## src/rtl/core_idle_arbiter.sv

```systemverilog
module core_idle_arbiter #(
  parameter int OTHER_CORES = 3
) (
  input  logic                   clk,
  input  logic                   rst_n,
  input  logic [1:0]             halt_req,
  input  logic [1:0]             wait_req,
  input  logic [3:0]             wait_hint,
  input  logic [1:0]             lvl_rd,
  input  logic [1:0]             lvl_sel,
  input  logic [1:0]             wake,
  input  logic                   redirect_en,
  input  logic                   c1e_en,
  input  logic [OTHER_CORES-1:0] other_active,
  input  logic [OTHER_CORES-1:0] other_idle,
  output logic [3:0]             thread_state,
  output logic [1:0]             core_state,
  output logic                   core_c1e,
  output logic [1:0]             io_passthru
);
  localparam logic [1:0] ST_C0 = 2'd0;
  localparam logic [1:0] ST_C1 = 2'd1;
  localparam logic [1:0] ST_C3 = 2'd2;
  localparam logic [1:0] ST_C6 = 2'd3;

  for (genvar t = 0; t < 2; t++) begin : g_thr
    logic [1:0] st_q, hint_st, req_st;
    logic       req_v;

    assign hint_st = (wait_hint[2*t +: 2] == 2'd1) ? ST_C3 :
                     (wait_hint[2*t +: 2] == 2'd2) ? ST_C6 : ST_C1;

    always_comb begin
      req_v  = 1'b1;
      req_st = ST_C0;
      if (halt_req[t])                    req_st = ST_C1;
      else if (wait_req[t])               req_st = hint_st;
      else if (lvl_rd[t] && redirect_en)  req_st = lvl_sel[t] ? ST_C6 : ST_C3;
      else                                req_v  = 1'b0;
    end

    always_ff @(posedge clk) begin
      if (!rst_n)                          st_q <= ST_C0;
      else if (wake[t])                    st_q <= ST_C0;
      else if (st_q == ST_C0 && req_v)     st_q <= req_st;
    end

    assign thread_state[2*t +: 2] = st_q;
    assign io_passthru[t] = rst_n & lvl_rd[t] & ~redirect_en;
  end

  logic [1:0] shallow;
  logic       others_ok;

  assign shallow   = (thread_state[1:0] < thread_state[3:2]) ? thread_state[1:0] : thread_state[3:2];
  assign others_ok = &(other_idle | ~other_active);

  always_ff @(posedge clk) begin
    if (!rst_n) begin
      core_state <= ST_C0;
      core_c1e   <= 1'b0;
    end else begin
      core_state <= shallow;
      core_c1e   <= c1e_en & (shallow == ST_C1) & others_ok;
    end
  end
endmodule

```

## config.mk

```make
export PLATFORM = sky130hd
export DESIGN_NAME = core_idle_arbiter
export DESIGN_NICKNAME = d
export VERILOG_FILES = /design/src/rtl/core_idle_arbiter.sv
export SDC_FILE = /design/constraint.sdc
export NUM_CORES = 1
export LEC_CHECK = 0
export BUFFER_PORTS_ARGS = -buffer_cell sky130_fd_sc_hd__buf_2
export CAP_MARGIN = 20
export CORE_AREA = 4 4 41 43
export CTS_BUF_LIST = sky130_fd_sc_hd__clkbuf_4 sky130_fd_sc_hd__clkbuf_8 sky130_fd_sc_hd__clkbuf_16
export DETAILED_ROUTE_END_ITERATION = 12
export DIE_AREA = 0 0 45 47
export HOLD_SLACK_MARGIN = 0.03
export MAX_ROUTING_LAYER = met4
export PLACE_DENSITY = 0.67
export SYNTH_ARGS = -nofsm -noshare
export SYNTH_HDL_FRONTEND = slang
export SYNTH_SLANG_ARGS = --single-unit
```

## constraint.sdc

```tcl
create_clock -name clk -period 1.6 [get_ports clk]
set_input_delay 0.08 -clock clk [delete_from_list [all_inputs] [get_ports clk]]
set_output_delay 0.08 -clock clk [all_outputs]
set_load 0.02 [all_outputs]
```

# Word-level counts from Yosys, hierarchy flattened
# Cells that the tools add are included.
[op_classes] n_lt_le_gt_ge=1 n_eq_ne=5 mux=19 n_bitwise=10 reduce_logical=9
[op_table] op="$mux 2" count=11
[op_table] op="$mux 1" count=8
[op_table] op="$and 1x1->1" count=6
[op_table] op="$eq 2x1->1 const B" count=3
[op_table] op="$eq 2x2->1 const B" count=2
[op_table] op="$logic_and 1x1->1" count=4
[op_table] op="$logic_not 2->1" count=2
[op_table] op="$reduce_or 2->1" count=2
[op_table] op="$not 3->3" count=1
[op_table] op="$or 3x3->3" count=1
[op_table] op="$reduce_and 3->1" count=1
[op_table] op="$lt 2x2->1" count=1
[op_table] op="$not 1->1" count=2
[totals] register_bits=7 input_bits=24 elab_cells=48

# Depth between registers and ports, before layout
[logic_depth] ltp_word=5 ltp_mapped=5 depth_no_buf=5

# Least setup slack after synthesis
# No wires, ideal clock.
[synth_path] path_type="register to register" startpoint="register g_thr[1].st_q[1]" endpoint="register core_c1e" arrival_ps=1207 t_required_ps=1484 path_slack_ps=277 stages_incl_launch_ff=6 path_buffers=0 synth_period_minus_slack_ps=1323 path_cell_list="dfxtp_1 > inv_1 > ha_1 > nor2_1 > o221a_2 > and3_1"
[synth_via] elab_chain_cells=5
[synth_lines] element="start: declaration" line="27" text="logic [1:0] st_q, hint_st, req_st;"
[synth_lines] element="start signal: assignment" line="45" text="else if (st_q == ST_C0 && req_v) st_q <= req_st;"
[synth_lines] element="$lt 2x2->1" line="55" text="assign shallow = (thread_state[1:0] < thread_state[3:2]) ? thread_state[1:0] : thread_state[3:2];"
[synth_lines] element="$mux 2 (*)" line="55"
[synth_lines] element="$eq 2x1->1 (*)" line="64" text="core_c1e <= c1e_en & (shallow == ST_C1) & others_ok;"
[synth_lines] element="$and 1x1->1 (*) (2 in a row)" line="64"
[synth_lines] element="end signal: assignment" line="64"
[synth_lines] element="end: declaration" line="18" text="output logic core_c1e,"
# Mark *: on every way between the ends. The rest lies on a longest branch, timed or not.
# A chain may end at the register's enable or synchronous reset.

# Final worst setup path
# Ends and elaborated chain as after synthesis.

==> results.sh <==
export IMPL_row_count=13
export IMPL_portBuffers=32
export IMPL_clock_latency_ns=0.25
export IMPL_ys_ff_latch=7
export IMPL_synthCells=50
export IMPL_yosysTopAreaCell="dfxtp_1"
export IMPL_crit_path_max_fanout=4
export IMPL_cts_setup_buffers=0
export IMPL_hold_viol=0
export IMPL_grt_pass1_wl_mm=1.676
export IMPL_gr_total_overflow=0
export IMPL_setup_violations_final=0
export IMPL_avgSynthCellArea_um2=8.783
export IMPL_netlist_area_um2=439.2
export IMPL_start_util_pct=33.75
export IMPL_drive_above_1_share_pct=45.35
export IMPL_gp_routability_congestion=0.7080
export IMPL_min_path_type="primary input to register"
export IMPL_min_period_ns=1.230
export IMPL_final_nets=115
export IMPL_cp_required_ns=1.74
export IMPL_ys_warn_count=0
export IMPL_wirelength_mm=1.087
export IMPL_cts_hold_buf=0
export IMPL_status="complete, no violations"
export IMPL_worstMarginPinSlew_ns=0.2273
export IMPL_post_cts_resized=0
export IMPL_grt_max_degree=9
export IMPL_wl_per_cell_um=10.76
export IMPL_num_vias=478
export IMPL_firstDrtPassIters=4
export IMPL_synth_flop_cell="dfxtp_1"
export IMPL_drt_iter0_markers=6
export IMPL_clk_pin_slew_ns=0.05
export IMPL_tritoncts="built"
export IMPL_ios=33
export IMPL_ant_nets=0
export IMPL_synth_common_cells="inv_1 (9), dfxtp_1 (7), ha_1 (4), nand2b_1 (4), a21oi_1 (3)"
export IMPL_critical_path_arrival_ns=1.37
export IMPL_totalPowerFinal_uw=460.5
export IMPL_ir_worst_vdd_mv=0.2575
export IMPL_grt_util_all_layers_pct=11.76
export IMPL_antenna_found_initial=0
export IMPL_critPathKind="register to register"
export IMPL_area_growth_pct=47.58
export IMPL_htree_levels=1
export IMPL_crit_path_end_kind="register"
export IMPL_clock_fmax_ghz=0.8133
export IMPL_yosysMostFrequentCell="inv_1"
export IMPL_cts_sinks=7
export IMPL_synth_nets=78
export IMPL_die_x_um=45
export IMPL_setup_tns_final_ns=0
export IMPL_clock_path_buffers=2
export IMPL_drc=0
export IMPL_synth_seq_area_share_pct=31.91
export IMPL_via_per_inst=4.733
export IMPL_dieArea_um2=2115
export IMPL_rsz0062_at_grt="no"
export IMPL_finalCritPeriodShare_pct=76.85
export IMPL_synthTopCellsByArea="dfxtp_1 (32%), ha_1 (11%), inv_1 (7.7%)"
export IMPL_async_flop_share_pct=0
export IMPL_finalMaxSlewViolations=0
export IMPL_fp_dieH_um=47
export IMPL_synth_top_area_share_pct=31.91
export IMPL_ys_types=19
export IMPL_antenna_cells=0
export IMPL_maxSlewHeadroom_pct=84.75
export IMPL_leakage_uw=0.0003629
export IMPL_maxCapViolCount=0
export IMPL_dp_hpwl_um=924.4
export IMPL_core_um2=1301
export IMPL_start_kind="register"
export IMPL_synth_edf_count=0
export IMPL_clock_skew_ns=0.001456
export IMPL_first_global_vias=427
export IMPL_cts_root_buf="clkbuf_4"
export IMPL_powerDensity_nw_per_um2=710.5
export IMPL_numCtsBuffers=3
[stage by stage]
step / cell area [µm²] / util (%) / hold WS (ns) / cells / worst slack, ns
final: 648.1 / 49.81 / 0.1238 / 101 / 0.3705
after global routing: 648.1 / 49.81 / 0.1299 / 101 / 0.2789
after CTS: 648.1 / 49.81 / 0.1106 / 101 / 0.3603
after detailed placement: 618.1 / 47.50 / 0.3789 / 97 / 0.3722
after global placement: 618.1 / 47.50 / 0.3792 / 97 / 0.4084
after floorplan: 439.2 / - / 0.2017 / 50 / 0.2774
[worst max-delay path, stage by stage (launching register included)]
cell and delay, ns:
dfxtp_1 0.36, inv_1 0.07, ha_1 0.27, nor2_1 0.04, o221a_2 0.24, and3_1 0.14
[routing by layer]
layer	routed length (µm)	vias to the layer above	track usage, %
met4	19	0	12.28
met1	460	201	13.24
met3	121	2	1.916
met2	485	27	16.95
met5	0	-	-
li1	-	248	-
[registers in the layout (all words and copies together) (netlist names)]
| name | count |
|---|---|
| core_state | 2 |
| core_c1e | 1 |
| g_thr.st_q | 4 |
[layout by cell type (no fill, tap or decap)]
| cell type | instances |
|---|---|
| a311o_1 | 2 |
| nor3b_1 | 1 |
| ha_1 | 4 |
| clkbuf_4 | 4 |
| a211oi_1 | 2 |
| nand2_1 | 2 |
| buf_2 | 32 |
| nand4b_1 | 2 |
| mux2i_1 | 2 |
| nor2b_1 | 2 |
| o221a_2 | 1 |
| a21oi_1 | 3 |
| nand2b_1 | 4 |
| and3b_2 | 2 |
| and2_1 | 1 |
| nor2_1 | 1 |
| nor3_1 | 2 |
| and3_1 | 1 |
| dfxtp_1 | 7 |
| o2bb2ai_1 | 2 |
| inv_1 | 9 |
[path summary, 6_finish.rpt]
path / start / endpoint / slack, ns / depth (start not counted)
max reg2reg: g_thr[1].st_q[1]$_SDFFE_PP0P_ / core_c1e$_SDFF_PN0_ / 0.37 / 5
min: rst_n / core_state[1]$_SDFF_PN0_ / 0.12 / 2
min reg2reg: g_thr[1].st_q[0]$_SDFFE_PP0P_ / g_thr[1].st_q[0]$_SDFFE_PP0P_ / 0.49 / 2
max: g_thr[1].st_q[1]$_SDFFE_PP0P_ / core_c1e$_SDFF_PN0_ / 0.37 / 5
[final cells by class]
class / count / area (µm²)
fill: 141 / 653.1
multi-input combinational: 34 / 265.3
timing repair buffer: 32 / 160.2
sequential: 7 / 140.1
inverter: 9 / 33.78
clock buffer: 4 / 30.03
tap: 15 / 18.77
[logic make-up after synthesis]
family	Yosys count	share of synthesized area, %
simple gates	18	26.50
compound gates	10	17.95
buf+inv	9	7.692
flops	7	31.91
fa+ha+maj	4	11.40
mux	2	4.559
[power breakdown]
group	switching (µW)	internal [µW]
clock	64.9	112
combinational	47.1	50.0
sequential	5.84	181
total	118	343
Power figures use the tool's default switching activity.
